## config.mk

```make
export PLATFORM = sky130hd
export DESIGN_NAME = waitstate_rd_ctrl
export DESIGN_NICKNAME = d
export VERILOG_FILES = /design/src/rtl/rdc_pkg.sv /design/src/rtl/rdc_phase_fsm.sv /design/src/rtl/rdc_data_capture.sv /design/src/rtl/rdc_bus_drive.sv /design/src/rtl/waitstate_rd_ctrl.sv
export SDC_FILE = /design/constraint.sdc
export NUM_CORES = 1
export LEC_CHECK = 0
export BUFFER_PORTS_ARGS = -buffer_cell sky130_fd_sc_hd__buf_2
export CAP_MARGIN = 20
export CORE_MARGIN = 1
export CORE_UTILIZATION = 31
export DETAILED_ROUTE_END_ITERATION = 10
export PLACE_DENSITY = 0.53
export SYNTH_ARGS = -nofsm -noshare
export SYNTH_HDL_FRONTEND = slang
export SYNTH_HIERARCHICAL = 1
export SYNTH_SLANG_ARGS = --single-unit
```

## constraint.sdc

```tcl
create_clock -name clk -period 2.5 [get_ports clk]
set_input_delay 0.25 -clock clk [delete_from_list [all_inputs] [get_ports clk]]
set_output_delay 0.25 -clock clk [all_outputs]
set_load 0.01 [all_outputs]
```

## src/rtl/rdc_pkg.sv

```systemverilog
package rdc_pkg;
   // Bus phases of one read cycle; IDLE sits between cycles.
   typedef enum logic [1:0] {
      PH_IDLE = 2'd0,
      PH_T1   = 2'd1,
      PH_T2   = 2'd2,
      PH_T3   = 2'd3
   } phase_e;
endpackage

```

## src/rtl/rdc_phase_fsm.sv

```systemverilog
module rdc_phase_fsm
   import rdc_pkg::*;
#(
   parameter int WAIT_W = 4
) (
   input  logic              clk,
   input  logic              rst_n,
   input  logic              req_i,
   input  logic              ack_n_i,
   input  logic [WAIT_W-1:0] max_wait_i,
   output phase_e            phase_o,
   output phase_e            phase_nxt_o,
   output logic              end_ok_o,
   output logic              end_err_o
);
   phase_e            phase_q;
   phase_e            phase_d;
   logic [WAIT_W-1:0] wcnt_q;
   logic              limit_hit;

   assign limit_hit = (wcnt_q == max_wait_i);

   always_comb begin
      phase_d   = phase_q;
      end_ok_o  = 1'b0;
      end_err_o = 1'b0;
      unique case (phase_q)
         PH_IDLE: if (req_i) phase_d = PH_T1;
         PH_T1:   phase_d = PH_T2;
         PH_T2: begin
            if (!ack_n_i) begin
               phase_d = PH_T3;
            end else if (limit_hit) begin
               phase_d   = PH_IDLE;
               end_err_o = 1'b1;
            end
         end
         PH_T3: begin
            phase_d  = PH_IDLE;
            end_ok_o = 1'b1;
         end
         default: phase_d = PH_IDLE;
      endcase
   end

   always_ff @(posedge clk or negedge rst_n) begin
      if (!rst_n) phase_q <= PH_IDLE;
      else        phase_q <= phase_d;
   end

   // Wait states inserted so far in the current T2 stretch.
   always_ff @(posedge clk or negedge rst_n) begin
      if (!rst_n)                                    wcnt_q <= '0;
      else if (phase_q != PH_T2)                     wcnt_q <= '0;
      else if (phase_d == PH_T2)                     wcnt_q <= wcnt_q + 1'b1;
   end

   assign phase_o     = phase_q;
   assign phase_nxt_o = phase_d;

   AST_REQ_STARTS_T1: assert property (@(posedge clk) disable iff (!rst_n) (phase_q == PH_IDLE && req_i) |=> (phase_q == PH_T1));
   AST_T1_ONE_PERIOD: assert property (@(posedge clk) disable iff (!rst_n) (phase_q == PH_T1) |=> (phase_q == PH_T2));
   AST_WAIT_REPEATS:  assert property (@(posedge clk) disable iff (!rst_n) (phase_q == PH_T2 && ack_n_i && !limit_hit) |=> (phase_q == PH_T2));
   AST_ACK_TO_T3:     assert property (@(posedge clk) disable iff (!rst_n) (phase_q == PH_T2 && !ack_n_i) |=> (phase_q == PH_T3));
   AST_T3_ONE_PERIOD: assert property (@(posedge clk) disable iff (!rst_n) (phase_q == PH_T3) |=> (phase_q == PH_IDLE));
   AST_TIMEOUT_END:   assert property (@(posedge clk) disable iff (!rst_n) (phase_q == PH_T2 && ack_n_i && limit_hit) |=> (phase_q == PH_IDLE));
   AST_WAIT_BOUND:    assert property (@(posedge clk) disable iff (!rst_n) (phase_q == PH_T2 && $stable(max_wait_i)) |-> (wcnt_q <= max_wait_i));
endmodule

```

## src/rtl/rdc_data_capture.sv

```systemverilog
module rdc_data_capture #(
   parameter int DATA_W      = 8,
   parameter int MID_CAPTURE = 1
) (
   input  logic              clk,
   input  logic              rst_n,
   input  logic              in_t3_i,
   input  logic [DATA_W-1:0] data_i,
   output logic [DATA_W-1:0] cap_o
);
   generate
      if (MID_CAPTURE != 0) begin : g_mid
         // Falling edge inside T3 is the middle of the data phase.
         logic [DATA_W-1:0] mid_q;
         always_ff @(negedge clk or negedge rst_n) begin
            if (!rst_n)       mid_q <= '0;
            else if (in_t3_i) mid_q <= data_i;
         end
         assign cap_o = mid_q;
      end else begin : g_end
         // Variant: the word is taken by the rising edge closing T3.
         logic unused_ok;
         assign unused_ok = clk ^ rst_n ^ in_t3_i;
         assign cap_o     = data_i;
      end
   endgenerate
endmodule

```

## src/rtl/rdc_bus_drive.sv

```systemverilog
module rdc_bus_drive
   import rdc_pkg::*;
#(
   parameter int ADDR_W = 16,
   parameter int DATA_W = 8
) (
   input  logic              clk,
   input  logic              rst_n,
   input  phase_e            phase_i,
   input  phase_e            phase_nxt_i,
   input  logic              end_ok_i,
   input  logic              end_err_i,
   input  logic [ADDR_W-1:0] addr_i,
   input  logic [DATA_W-1:0] cap_i,
   output logic [ADDR_W-1:0] mem_addr_o,
   output logic              ce_n_o,
   output logic              oe_n_o,
   output logic [DATA_W-1:0] rdata_o,
   output logic              done_o,
   output logic              err_o
);
   logic              ce_n_q, oe_n_q, done_q, err_q;
   logic [ADDR_W-1:0] addr_q;
   logic [DATA_W-1:0] rdata_q;
   logic              start;

   assign start = (phase_i == PH_IDLE) && (phase_nxt_i == PH_T1);

   always_ff @(posedge clk or negedge rst_n) begin
      if (!rst_n) begin
         ce_n_q  <= 1'b1;
         oe_n_q  <= 1'b1;
         addr_q  <= '0;
         done_q  <= 1'b0;
         err_q   <= 1'b0;
         rdata_q <= '0;
      end else begin
         ce_n_q <= (phase_nxt_i == PH_IDLE);
         oe_n_q <= (phase_nxt_i == PH_IDLE);
         done_q <= end_ok_i | end_err_i;
         err_q  <= end_err_i;
         if (start)    addr_q  <= addr_i;
         if (end_ok_i) rdata_q <= cap_i;
      end
   end

   assign mem_addr_o = addr_q;
   assign ce_n_o     = ce_n_q;
   assign oe_n_o     = oe_n_q;
   assign rdata_o    = rdata_q;
   assign done_o     = done_q;
   assign err_o      = err_q;

   AST_STROBE_PHASE: assert property (@(posedge clk) disable iff (!rst_n) (ce_n_q == (phase_i == PH_IDLE)) && (oe_n_q == ce_n_q));
   AST_ADDR_HOLD:    assert property (@(posedge clk) disable iff (!rst_n) (!ce_n_q && !$past(ce_n_q)) |-> $stable(addr_q));
   AST_RELEASE_DONE: assert property (@(posedge clk) disable iff (!rst_n) $rose(ce_n_q) |-> done_q);
   AST_DONE_PULSE:   assert property (@(posedge clk) disable iff (!rst_n) done_q |=> !done_q);
   AST_ERR_WITH_DONE: assert property (@(posedge clk) disable iff (!rst_n) err_q |-> done_q);
endmodule

```

## src/rtl/waitstate_rd_ctrl.sv

```systemverilog
module waitstate_rd_ctrl
   import rdc_pkg::*;
#(
   parameter int ADDR_W      = 16,
   parameter int DATA_W      = 8,
   parameter int WAIT_W      = 4,
   parameter int MID_CAPTURE = 1
) (
   input  logic              clk,
   input  logic              rst_n,
   input  logic              rd_req_i,
   input  logic [ADDR_W-1:0] rd_addr_i,
   input  logic [WAIT_W-1:0] max_wait_i,
   output logic [ADDR_W-1:0] mem_addr_o,
   output logic              mem_ce_n_o,
   output logic              mem_oe_n_o,
   input  logic              mem_ack_n_i,
   input  logic [DATA_W-1:0] mem_data_i,
   output logic [DATA_W-1:0] rd_data_o,
   output logic              rd_done_o,
   output logic              rd_err_o
);
   generate
      if (ADDR_W < 1 || DATA_W < 1) begin : g_bad_width
         $error("waitstate_rd_ctrl: ADDR_W and DATA_W must be at least 1");
      end
      if (WAIT_W < 1 || WAIT_W > 16) begin : g_bad_wait
         $error("waitstate_rd_ctrl: WAIT_W must lie in 1..16");
      end
      if (MID_CAPTURE != 0 && MID_CAPTURE != 1) begin : g_bad_cap
         $error("waitstate_rd_ctrl: MID_CAPTURE must be 0 or 1");
      end
   endgenerate

   phase_e            phase, phase_nxt;
   logic              end_ok, end_err;
   logic [DATA_W-1:0] cap;

   rdc_phase_fsm #(.WAIT_W(WAIT_W)) u_fsm (
      .clk        (clk),
      .rst_n      (rst_n),
      .req_i      (rd_req_i),
      .ack_n_i    (mem_ack_n_i),
      .max_wait_i (max_wait_i),
      .phase_o    (phase),
      .phase_nxt_o(phase_nxt),
      .end_ok_o   (end_ok),
      .end_err_o  (end_err)
   );

   rdc_data_capture #(.DATA_W(DATA_W), .MID_CAPTURE(MID_CAPTURE)) u_cap (
      .clk    (clk),
      .rst_n  (rst_n),
      .in_t3_i(phase == PH_T3),
      .data_i (mem_data_i),
      .cap_o  (cap)
   );

   rdc_bus_drive #(.ADDR_W(ADDR_W), .DATA_W(DATA_W)) u_drv (
      .clk        (clk),
      .rst_n      (rst_n),
      .phase_i    (phase),
      .phase_nxt_i(phase_nxt),
      .end_ok_i   (end_ok),
      .end_err_i  (end_err),
      .addr_i     (rd_addr_i),
      .cap_i      (cap),
      .mem_addr_o (mem_addr_o),
      .ce_n_o     (mem_ce_n_o),
      .oe_n_o     (mem_oe_n_o),
      .rdata_o    (rd_data_o),
      .done_o     (rd_done_o),
      .err_o      (rd_err_o)
   );

   AST_STROBES_TOGETHER: assert property (@(posedge clk) disable iff (!rst_n) mem_ce_n_o == mem_oe_n_o);
   AST_NO_DONE_IN_CYCLE: assert property (@(posedge clk) disable iff (!rst_n) !mem_ce_n_o |-> !rd_done_o);
endmodule

```

==> impl_summary.txt, run 1 <==
----------------------------------------------------
[Worst setup path]
  Kind of start point of the critical path ... register
  Crit. End Element ... register
  Arrival time reported for the critical path endpoint ... 1290 ps
  Worst EP required ... 1390 ps
  Category of the critical setup timing path ... reg -> reg
  Biggest fanout along the worst timing path ... 8

[Routing]
  First-iteration detailed-routing DRC count ... roughly 50
  Sum of routed wire length over all layers ... between 3000 and 4000 um
  Detailed-route via count ... 1,092
  Per-cell via count in the routed design ... ~4.4
  Detailed-route wire length per cell ... between 10 and 15 um
  Antenna violation net count after detailed routing ... 0
  Pre-antenna DRT Iters ... 3
  DRC ... 0

[Timing]
  Fin. Hold Viols ... 0
  Slew Limit Headroom ... 0.678
  Final count of negative-setup-slack endpoints ... 0
  Setup tns final ... 0 ps
  Transition at the pin with the smallest max-transition slack ... between 400 and 500 ps
  RSZ-0062 raised after global routing ... false
  Slew Viols, Final ... 0
  Worst setup skew after layout ... 11.4 ps

[Global routing]
  Wire length of the first global-routing pass ... 5580 um
  GRT Residual Overflow ... 0
  Initial antenna violation count ... 0
  Global-route total usage across every layer ... 0.124
  Maximum number of pins on one net before global-route repair ... 18
  Vias in the first global route ... approximately 1,200

[Layout]
  Area used by multi-input combinational logic ... approximately 640 um2
  Net count, final ... 210
  Final cell count without fillers ... 248
  Fin area ... ~2200 um2
  Area Overhead vs Synth ... 29.6%
  FF/Latch Area ... approximately 1000 um2
  End-of-flow core utilization ... 0.423
  Share of post-route cells with drive strength above 1 ... 0.629
  Fill cell instance count of the final layout ... 527
  # diodes ... 0

[Clocking]
  Sinks on the clock net ... between 40 and 50
  Root cell of the clock tree ... sky130_fd_sc_hd__clkbuf_8
  CTS buffer count ... 5
  Worst skew pair latency ... between 200 and 300 ps
  Number of setup buffers added after CTS ... 0
  Clock Pin Slew Worst Setup and Hold Paths ... roughly 80 ps
  Total number of H-tree levels ... 2
  Buffer levels on the longest clock path ... 2
  CTS tree ... built

[Synthesis]
  Library cells used by synthesis ... 26
  Sequential element share of the synthesized area ... 0.604
  Number of flip-flops and latches in the synthesized netlist ... 41
  Post-Syn Area per Cell ... about 16 um2
  Number of warning messages in the yosys log ... 6
  Total nets after synthesis ... about 140
  Synth Cell Area ... between 1500 and 2000 um2
  Number of instances in the synthesized netlist ... 109

[Placed design]
  Post-detail-place hpwl ... 2460 um
  Number of I/O port buffers ... just under 60
  Placed instance area ... ~2100 um2
  Placed Instances ... 239
  Global placement routability congestion ... 0.733

[Power]
  Maximum resistive drop on vdd ... around 450 uV
  P per Cell Area ... 1200 nW/um2
  Leak pwr ... 1.06 nW

[Flow run]
  # Max-Cap Violations ... 0

[Floorplanning]
  Number of placed I/O pins ... 60
  Vertical extent of the die ... between 70 and 80 um
  Count of standard-cell rows ... 26
  Core region area ... 5200 um2
  Die Footprint ... around 5800 um2
  Effective utilization at floorplan ... 0.327
  Die Wd ... around 76 um

[Worst hold path]
  Class of the tightest hold or removal check ... in -> reg

[Run status]
  Run status ... complete, no violations

----------------------------------------------------
-- placed cells by master, fill, tap and decap left out --
master,Yosys,routed
sky130_fd_sc_hd__a211oi_1,1,1
sky130_fd_sc_hd__a21o_1,1,1
sky130_fd_sc_hd__a21oi_1,2,2
sky130_fd_sc_hd__and2_1,2,1
sky130_fd_sc_hd__and2_2,0,1
sky130_fd_sc_hd__buf_12,0,1
sky130_fd_sc_hd__buf_2,0,59
sky130_fd_sc_hd__buf_4,1,4
sky130_fd_sc_hd__clkbuf_8,0,5
sky130_fd_sc_hd__clkinv_2,0,2
sky130_fd_sc_hd__clkinvlp_4,0,1
sky130_fd_sc_hd__dfrtn_1,8,8
sky130_fd_sc_hd__dfrtp_1,32,32
sky130_fd_sc_hd__dfstp_2,1,1
sky130_fd_sc_hd__dlygate4sd3_1,0,1
sky130_fd_sc_hd__ha_1,1,1
sky130_fd_sc_hd__inv_1,2,2
sky130_fd_sc_hd__mux2_2,24,24
sky130_fd_sc_hd__mux2_4,8,8
sky130_fd_sc_hd__mux2i_1,1,1
sky130_fd_sc_hd__nand2_1,2,2
sky130_fd_sc_hd__nand3_1,1,1
sky130_fd_sc_hd__nor2_1,5,5
sky130_fd_sc_hd__nor4_2,0,1
sky130_fd_sc_hd__nor4b_4,1,1
sky130_fd_sc_hd__o21ai_0,3,3
sky130_fd_sc_hd__o41ai_4,1,1
sky130_fd_sc_hd__or2_2,1,1
sky130_fd_sc_hd__or3_1,2,2
sky130_fd_sc_hd__xor2_1,3,3
sky130_fd_sc_hd__xor2_2,2,2
-- flip-flops by register name, indices dropped and copies added, names as in the netlist --
name,cells
u_cap/cap_o,8
u_drv/done_o,1
u_drv/err_o,1
u_drv/mem_addr_o,16
u_drv/oe_n_o,1
u_drv/rdata_o,8
u_fsm/phase_o,2
u_fsm/wcnt_q,4
-- cells in the mapped netlist --
| master | number | area [um2] |
|---|---|---|
| sky130_fd_sc_hd__nor2_1 | 5 | 18.8 |
| sky130_fd_sc_hd__nand2_1 | 2 | 7.51 |
| sky130_fd_sc_hd__xor2_2 | 2 | 32.5 |
| sky130_fd_sc_hd__a21oi_1 | 2 | 10.0 |
| sky130_fd_sc_hd__clkbuf_1 | 1 | 3.75 |
| sky130_fd_sc_hd__a211oi_1 | 1 | 7.51 |
| sky130_fd_sc_hd__ha_1 | 1 | 12.5 |
| sky130_fd_sc_hd__mux2_4 | 8 | 120 |
| sky130_fd_sc_hd__or3_1 | 2 | 12.5 |
| sky130_fd_sc_hd__buf_6 | 2 | 22.5 |
| sky130_fd_sc_hd__nand3_1 | 1 | 5.00 |
| sky130_fd_sc_hd__dfstp_2 | 1 | 26.3 |
| sky130_fd_sc_hd__a21o_1 | 1 | 7.51 |
| sky130_fd_sc_hd__o21ai_0 | 3 | 15.0 |
| sky130_fd_sc_hd__mux2_2 | 24 | 270 |
| sky130_fd_sc_hd__nor4b_4 | 1 | 23.8 |
| sky130_fd_sc_hd__or2_2 | 1 | 6.26 |
| sky130_fd_sc_hd__dfrtn_1 | 8 | 200 |
| sky130_fd_sc_hd__o41ai_4 | 1 | 27.5 |
| sky130_fd_sc_hd__buf_4 | 1 | 7.51 |
| sky130_fd_sc_hd__dfrtp_1 | 32 | 801 |
| sky130_fd_sc_hd__xor2_1 | 3 | 26.3 |
| sky130_fd_sc_hd__nor4_1 | 1 | 6.26 |
| sky130_fd_sc_hd__and2_1 | 2 | 12.5 |
| sky130_fd_sc_hd__inv_1 | 2 | 7.51 |
| sky130_fd_sc_hd__mux2i_1 | 1 | 10.0 |
-- cell type report --
| class | count | share of cell area |
|---|---|---|
| Clock inverter | 3 | 0.00795 |
| Timing Repair Buffer | 65 | 0.161 |
| Inverter | 2 | 0.00341 |
| Sequential cell | 41 | 0.466 |
| Multi-Input combinational cell | 62 | 0.290 |
| Tap cell | 70 | 0.0398 |
| Clock buffer | 5 | 0.0312 |
-- worst max-delay path, stage by stage (launching register included) --
cell and delay [ps]:
sky130_fd_sc_hd__dfrtp_1 360, sky130_fd_sc_hd__and2_2 320, sky130_fd_sc_hd__mux2_4 330
-- power by group --
| group | switching, W | total, W | internal, W |
|---|---|---|---|
| clock network | 0.000221 | 0.000414 | 0.000193 |
| registers | 0.000155 | 0.00114 | 0.000983 |
| logic | 0.000478 | 0.00108 | 0.000607 |
-- stage by stage --
step	hold slack [ps]	worst slack [ps]	total power, W
5_1_grt	174	45.3	0.00283
6_report	186	93.1	0.00264
4_1_cts	178	78.0	0.00268
3_3_place_gp	188	-16.1	0.00220
3_5_place_dp	198	-66.9	0.00225
2_1_floorplan	-45.6	62.7	0.00186
-- what timing repair did --
action	in CTS	in global routing
setup endpoints to repair	8	16
hold buffers	1	0
gates cloned	0	0
gates resized for setup	1	1
endpoints found under the hold margin	7	0
-- final timing paths --
kind	from	end	slack [ps]	cells after the start
worst max-delay path	u_fsm/phase_o[1]	u_cap/cap_o[5]	90	2
worst min-delay path	rd_addr_i[2]	u_drv/mem_addr_o[2]	190	2
worst max register to register	u_fsm/phase_o[1]	u_cap/cap_o[5]	90	2
worst min register to register	u_cap/cap_o[2]	u_cap/cap_o[2]	460	1
max in group asynchronous	rst_n	u_cap/cap_o[2]	640	2
min in group asynchronous	rst_n	u_drv/mem_addr_o[7]	420	2
-- cell families after synthesis --
kind of cell,after synthesis,share of synthesized area
AO/OA/AOI/OAI,8,0.0397
multiplexers,33,0.235
AND/OR/NAND/NOR,15,0.0545
adder cells (fa/ha/maj),1,0.00736
flip-flops,41,0.604
XOR/XNOR,5,0.0346
buffers and inverters,6,0.0243
-- layer usage --
metal	vias to the layer above	GRT usage	routed length, um
met5	-	0	0
met4	0	0.0462	36
met3	5	0.0395	171
met2	31	0.218	1630
met1	543	0.140	1380
li1	513	-	-
Power figures use the tool's default switching activity.
==> inputs of run 2 (changes only) <==
Settings changed: CORE_ASPECT_RATIO from default to 1.5, PLACE_DENSITY 0.53 to 0.56.
==> impl_summary.txt, run 2 (synthesized netlist as in run 1, its figures left out) <==
----------------------------------------------------
[Run status]
  Run status ... complete, no violations

[Worst setup path]
  Category of the critical setup timing path ... reg -> reg
  Number of cells on the worst reg-to-reg path ... 2 (unchanged)
  Worst r2r src ... u_fsm/phase_o[0]
  Minimum setup slack among reg-to-reg paths ... 110 ps (+20 ps)
  Biggest fanout along the worst timing path ... 8 (unchanged)
  Worst Path Buf+Inv ... 0 (unchanged)
  Crit. End Element ... register
  Arrival time reported for the critical path endpoint ... 1280 ps (about the same)
  Cell family with the largest share of critical-path delay ... flip-flops
  Slowest CP cell ... sky130_fd_sc_hd__dfrtp_1
  Worst EP required ... 1390 ps (about the same)
  Largest stage delay on the critical path ... 380 ps (+20 ps)
  Reg2reg end ... u_cap/cap_o[5]
  Series of cell instances along the critical path ... and2_2 > mux2_4
  Kind of start point of the critical path ... register

[Power]
  Combinational power share ... 0.406 (-0.005)
  Fraction of power consumed by the clock network ... 0.172 (+0.015)
  Maximum resistive drop on vdd ... 630 uV (+41%)
  Register share of total power ... 0.422 (-0.010)
  Internal portion of total power ... 0.00184 W (+3.2%)
  Switching portion of total power ... 0.318 (-0.00635)
  P per Cell Area ... 1210 nW/um2 (+1.3%)
  Leak pwr ... 1.08 nW (+1.4%)
  Switching power summed over all nets ... 0.000856 W (+0.26%)

[Timing]
  Fin. Hold Viols ... 0 (unchanged)
  Slew Viols, Final ... 0 (unchanged)
  Slew Limit Headroom ... 0.704 (+0.0261)
  Transition at the pin with the smallest max-transition slack ... 443 ps (-35.6 ps)
  Hold Slack ... 192 ps (+5.72 ps)
  RSZ-0062 raised after global routing ... false
  Final count of negative-setup-slack endpoints ... 0 (unchanged)
  Worst Setup Slack, final ... 108 ps (+15.2 ps)
  Worst setup skew after layout ... 8.86 ps (-2.53 ps)

[Global routing]
  Initial antenna violation count ... 0 (unchanged)
  Maximum number of pins on one net before global-route repair ... 18 (unchanged)
  Vias in the first global route ... 1,200 (-0.41%)
  Global-route total usage across every layer ... 0.126 (+0.00222)
  Wire length of the first global-routing pass ... 5620 um (+0.61%)
  GRT Residual Overflow ... 0 (unchanged)

[Routing]
  Pre-antenna DRT Iters ... 4 (+1)
  Per-cell via count in the routed design ... 4.48 (+1.8%)
  Sum of routed wire length over all layers ... 3280 um (+2.1%)
  DRC ... 0 (unchanged)
  Detailed-route via count ... 1,107 (+1.4%)
  Antenna violation net count after detailed routing ... 0 (unchanged)
  First-iteration detailed-routing DRC count ... 65 (+27%)
  Detailed-route wire length per cell ... 13.3 um (+2.5%)

[Layout]
  Share of post-route cells with drive strength above 1 ... 0.631 (+0.00207)
  Net count, final ... 211 (+0.48%)
  Final cell count without fillers ... 247 (-0.40%)
  # diodes ... 0 (unchanged)
  Flip-flop count of the largest register, all copies and words added ... 16 (unchanged)
  Highest-count cells in the layout ignoring fill and taps ... 59 x sky130_fd_sc_hd__buf_2, 32 x sky130_fd_sc_hd__dfrtp_1, 24 x sky130_fd_sc_hd__mux2_2
  Commonest non-fill, non-tap cell in the layout ... sky130_fd_sc_hd__buf_2
  Area Overhead vs Synth ... 30.8%

[Clocking]
  Buffer levels on the longest clock path ... 2 (unchanged)
  Worst skew pair latency ... 290 ps (about the same)
  Sinks on the clock net ... 41 (unchanged)
  Root cell of the clock tree ... sky130_fd_sc_hd__clkbuf_8
  CTS buffer count ... 5 (unchanged)
  Clock Pin Slew Worst Setup and Hold Paths ... 70 ps (about the same)
  CTS tree ... built
  Total number of H-tree levels ... 2 (unchanged)

[Floorplanning]
  Die Footprint ... 5790 um2 (+0.11%)
  Vertical extent of the die ... 92.7 um (+22%)
  Count of standard-cell rows ... 32 (+23%)
  Number of placed I/O pins ... 60 (unchanged)
  Core region area ... 5200 um2 (unchanged)
  Die Wd ... 62.5 um (-18%)
  Effective utilization at floorplan ... 0.327 (unchanged)

[Worst hold path]
  Class of the tightest hold or removal check ... in -> reg
  Startpoint of the worst hold path ... rd_addr_i[10]
  Destination of the worst hold path ... u_drv/mem_addr_o[10]
  Depth of the worst hold-timing path ... 2 (unchanged)

[Placed design]
  Number of I/O port buffers ... 59 (unchanged)
  Global placement routability congestion ... 0.769 (+4.8%)
  Placed Instances ... 238 (-0.42%)
  Post-detail-place hpwl ... 2570 um (+4.7%)
  Post-place setup slack ... -35.4 ps (+31.5 ps)

[Flow run]
  # Max-Cap Violations ... 0 (unchanged)

----------------------------------------------------
run 2: cell types whose count changed in the layout (fill, tap and decap cells not counted):
cell,before,now
sky130_fd_sc_hd__clkinvlp_4,1,0
sky130_fd_sc_hd__clkinv_2,2,1
sky130_fd_sc_hd__nor4_2,1,0
sky130_fd_sc_hd__nor4_4,0,1
sky130_fd_sc_hd__o21ai_1,0,1
sky130_fd_sc_hd__buf_12,1,0
sky130_fd_sc_hd__o21ai_0,3,2
sky130_fd_sc_hd__buf_6,0,1
sky130_fd_sc_hd__clkbuf_8,5,7
sky130_fd_sc_hd__buf_4,4,5
run 2: routing by layer:
metal	track usage	vias to the layer above	wire [um]
met2	0.212	38	1670
met1	0.140	545	1300
met5	0	-	0
met4	0.0678	0	103
li1	-	514	-
met3	0.0406	10	206
run 2: area by class of cell:
class / count / area [um2]
clock buffers: 7 / 96.3
clock inverters: 1 / 5.00
fillers: 508 / 2980
inverters: 2 / 7.51
multi-input cells: 62 / 648
flip-flops and latches: 41 / 1030
well taps: 68 / 85.1
repair buffers: 66 / 354
run 2: worst register-to-register path, cell delays in order, from the launching register on:
cell and delay (ps):
sky130_fd_sc_hd__dfrtp_1 380, sky130_fd_sc_hd__and2_2 290, sky130_fd_sc_hd__mux2_4 330
run 2: through the flow:
| step | util | setup TNS (ps) | total power [W] | instance area, um2 |
|---|---|---|---|---|
| 4_1_cts | 0.424 | 0 | 0.00272 | 2200 |
| 3_5_place_dp | 0.402 | -257 | 0.00225 | 2090 |
| 2_1_floorplan | - | 0 | 0.00186 | 1700 |
| 6_report | 0.427 | 0 | 0.00270 | 2220 |
| 5_1_grt | 0.427 | 0 | 0.00288 | 2220 |
| 3_3_place_gp | 0.402 | -71.9 | 0.00219 | 2090 |
run 2: worst max path at each step:
stage / from / to / slack (ps) / depth (start not counted)
floorplan: u_fsm/phase_o[1] / u_cap/cap_o[0] / 60 / 3
global placement: u_fsm/phase_o[0] / u_cap/cap_o[0] / -10 / 2
detailed placement: u_fsm/phase_o[0] / u_cap/cap_o[0] / -40 / 2
CTS: u_fsm/wcnt_q[0] / u_drv/mem_addr_o[9] / 20 / 7
global route: u_fsm/phase_o[0] / u_cap/cap_o[1] / 60 / 2
finish: u_fsm/phase_o[0] / u_cap/cap_o[5] / 110 / 2
run 2: repair_timing:
item,CTS,global route
gates resized for setup,1,4
hold endpoints to repair,7,0
hold buffers,1,0
endpoints found under the setup margin,8,16
setup buffers,0,0
pin swaps,0,1
run 2: power by group through the flow:
stage / clock network, W / logic (W) / registers, W
after floorplan: 0 / 0.000604 / 0.00125
after global placement: 0 / 0.00106 / 0.00114
after detailed placement: 0 / 0.00110 / 0.00115
after CTS: 0.000481 / 0.00110 / 0.00114
after global routing: 0.000510 / 0.00119 / 0.00118
final: 0.000463 / 0.00110 / 0.00114
==> inputs of run 3 (changes only) <==
Settings changed: ABC_AREA from default to 1, CELL_PAD_IN_SITES_DETAIL_PLACEMENT from default to 0, CELL_PAD_IN_SITES_GLOBAL_PLACEMENT from default to 1, PLACE_DENSITY 0.56 to 0.7, RECOVER_POWER from default to 50.
==> impl_summary.txt, run 3 <==
----------------------------------------------------
[Placed design]
  Post-place setup slack ... 243 ps (+278 ps)
  Post-detail-place hpwl ... 2810 um (+9.2%)
  Placed instance area ... 2180 um2 (+4.1%)
  Global placement routability congestion ... 0.741 (-3.5%)
  Number of I/O port buffers ... 59 (unchanged)
  Placed Instances ... 325 (+37%)

[Timing]
  Slew Viols, Final ... 0 (unchanged)
  Worst setup skew after layout ... 9.46 ps (+0.601 ps)
  Transition at the pin with the smallest max-transition slack ... 1220 ps (+779 ps)
  Fin. Hold Viols ... 0 (unchanged)
  Slew Limit Headroom ... 0.185 (-0.518)
  Worst Setup Slack, final ... 243 ps (+135 ps)
  Setup tns final ... 0 ps (unchanged)
  Hold Slack ... 189 ps (-2.93 ps)
  Final count of negative-setup-slack endpoints ... 0 (unchanged)
  RSZ-0062 raised after global routing ... false

[Floorplanning]
  Effective utilization at floorplan ... 0.326 (-0.000532)
  Number of placed I/O pins ... 60 (unchanged)
  Core region area ... 5570 um2 (+7.1%)
  Vertical extent of the die ... 95.8 um (+3.3%)
  Die Footprint ... 6180 um2 (+6.7%)
  Die Wd ... 64.5 um (+3.3%)
  Count of standard-cell rows ... 33 (+3.1%)

[Routing]
  Antenna violation net count after detailed routing ... 0 (unchanged)
  DRC ... 0 (unchanged)
  Sum of routed wire length over all layers ... 3720 um (+13%)
  Pre-antenna DRT Iters ... 6 (+2)
  Detailed-route wire length per cell ... 11.1 um (-16%)
  First-iteration detailed-routing DRC count ... 36 (-45%)
  Detailed-route via count ... 1,443 (+30%)
  Per-cell via count in the routed design ... 4.32 (-3.6%)

[Clocking]
  CTS tree ... built
  Sinks on the clock net ... 41 (unchanged)
  Clock Pin Slew Worst Setup and Hold Paths ... 70 ps (about the same)
  Resize count post-CTS ... 0 (-1)
  Total number of H-tree levels ... 2 (unchanged)
  Buffer levels on the longest clock path ... 2 (unchanged)
  CTS buffer count ... 5 (unchanged)
  Root cell of the clock tree ... sky130_fd_sc_hd__clkbuf_8
  Worst skew pair latency ... 290 ps (about the same)

[Synthesis]
  Yosys top cell area share ... 0.440 (-0.0305)
  Commonest cells post-synth ... 76 x sky130_fd_sc_hd__nand2_1, 32 x sky130_fd_sc_hd__dfrtp_1, 21 x sky130_fd_sc_hd__nand3_1
  Total nets after synthesis ... 231 (+63%)
  Post-Synth Simple-Gate Area ... 0.306 (+0.252)
  Number of synthesized flops with an enable pin ... 0 (unchanged)
  Synth Cell Area ... 1820 um2 (+6.9%)
  Synth Area in XOR/XNOR ... 0.0145 (-0.0201)
  Post-Syn Area per Cell ... 9.18 um2 (-41%)
  Largest family of logic cells by synthesized area ... simple AND/OR/NAND/NOR gates
  Sequential element share of the synthesized area ... 0.565 (-0.0391)
  Number of instances in the synthesized netlist ... 198 (+82%)
  Fraction of synthesized area in multiplexers ... 0 (-0.235)
  Async set-or-reset flop fraction in the synthesized netlist ... 1.00 (unchanged)
  Number of warning messages in the yosys log ... 6 (unchanged)
  Flip-flop cell with the highest count after synthesis ... sky130_fd_sc_hd__dfrtp_1
  Synth Area in Compound Gates ... 0.0344 (-0.00532)
  Leading cell type by number of instances after synthesis ... sky130_fd_sc_hd__nand2_1
  Library cells used by synthesis ... 25 (-3.8%)
  Synth area leader ... sky130_fd_sc_hd__dfrtp_1
  Synth Area in Adders ... 0.00688 (-0.000476)
  Number of flip-flops and latches in the synthesized netlist ... 41 (unchanged)
  Ranking of synthesized cells by area ... sky130_fd_sc_hd__dfrtp_1 44%, sky130_fd_sc_hd__nand2_1 16%, sky130_fd_sc_hd__dfrtn_1 11%

[Layout]
  Final cell count without fillers ... 334 (+35%)
  Highest-count cells in the layout ignoring fill and taps ... 76 x sky130_fd_sc_hd__nand2_1, 32 x sky130_fd_sc_hd__buf_2, 32 x sky130_fd_sc_hd__dfrtp_1
  Area Overhead vs Synth ... 24.4%
  Fill cell instance count of the final layout ... 616 (+21%)
  FF/Latch Area ... 1030 um2 (unchanged)
  Net count, final ... 296 (+40%)
  Commonest non-fill, non-tap cell in the layout ... sky130_fd_sc_hd__nand2_1
  Fin area ... 2260 um2 (+1.7%)
  Area used by multi-input combinational logic ... 658 um2 (+1.5%)
  Share of post-route cells with drive strength above 1 ... 0.212 (-0.419)
  Flip-flop count of the largest register, all copies and words added ... 16 (unchanged)
  # diodes ... 0 (unchanged)

[Global routing]
  GR Util met3 ... 0.0344 (-0.00628)
  Vias in the first global route ... 1,406 (+17%)
  Global-route total usage across every layer ... 0.135 (+0.00886)
  Wire length of the first global-routing pass ... 6420 um (+14%)
  GR Util met2 ... 0.227 (+0.0152)
  Maximum number of pins on one net before global-route repair ... 24 (+6)
  Grt met1 use ... 0.161 (+0.0208)
  Most crowded layer after global routing ... met2
  GRT Residual Overflow ... 0 (unchanged)
  Initial antenna violation count ... 0 (unchanged)

[Worst setup path]
  Category of the critical setup timing path ... reg -> reg
  Crit. End Element ... register
  Kind of start point of the critical path ... register
  Biggest fanout along the worst timing path ... 9 (+1)
  Arrival time reported for the critical path endpoint ... 1160 ps (-120 ps)
  Worst EP required ... 1400 ps (about the same)

[Power]
  P per Cell Area ... 1190 nW/um2 (-1.6%)
  Leak pwr ... 1.23 nW (+14%)
  Maximum resistive drop on vdd ... 410 uV (-35%)

[Worst hold path]
  Class of the tightest hold or removal check ... in -> reg

[Run status]
  Run status ... complete, no violations

[Flow run]
  # Max-Cap Violations ... 0 (unchanged)

----------------------------------------------------
-- run 3: final timing paths --
check,start,to,slack [ps],depth (start not counted)
setup / recovery,u_fsm/phase_o[0],u_cap/cap_o[3],240,5
hold reg to reg,u_cap/cap_o[4],u_cap/cap_o[4],420,2
max in group asynchronous,rst_n,u_cap/cap_o[6],600,2
min in group asynchronous,rst_n,u_drv/rdata_o[4],440,2
setup reg to reg,u_fsm/phase_o[0],u_cap/cap_o[3],240,5
hold / removal,rd_addr_i[1],u_drv/mem_addr_o[1],190,3
-- run 3: worst max-delay path: stages, from the launching register on --
cell and delay, ps:
sky130_fd_sc_hd__dfrtp_1 350, sky130_fd_sc_hd__nand2_1 50, sky130_fd_sc_hd__inv_1 210, sky130_fd_sc_hd__inv_2 130, sky130_fd_sc_hd__nand2_1 80, sky130_fd_sc_hd__nand2_1 50
-- run 3: metal layers --
metal | up-vias | share of wire
li1 | 742 | -
met1 | 649 | 0.45
met2 | 46 | 0.48
met3 | 6 | 0.053
met4 | 0 | 0.021
met5 | - | 0
-- run 3: power by group --
| part | switching [W] | internal [W] | leakage [nW] |
|---|---|---|---|
| clock | 0.000221 | 0.000285 | 0.0566 |
| sequential | 0.000146 | 0.000954 | 0.518 |
| combinational | 0.000728 | 0.000363 | 0.651 |
| total | 0.00109 | 0.00160 | 1.23 |
-- run 3: final cells by class --
cell class | instances | share of cell area
tap | 70 | 0.0387
inverter | 21 | 0.0349
sequential | 41 | 0.454
clock buffer | 8 | 0.0493
multi-input combinational | 130 | 0.291
timing repair buffer | 64 | 0.132
-- run 3: through the flow --
stage / util / total power, W
after floorplan: - / 0.00191
after global placement: 0.391 / 0.00225
after detailed placement: 0.391 / 0.00227
after CTS: 0.412 / 0.00279
after global routing: 0.406 / 0.00295
final: 0.406 / 0.00270
-- run 3: kinds of logic after synthesis --
kind of cell    count (synthesis)
fa+ha+maj                       1
simple gates                  115
buf+inv                        27
compound gates                 11
flops                          41
xor+xnor                        3
-- run 3: what timing repair did --
item / 4_1_cts / 5_1_grt
buffers inserted: 0 / 0
endpoints found under the setup margin: 0 / 0
hold endpoints to repair: 10 / 0
hold buffers: 1 / 0
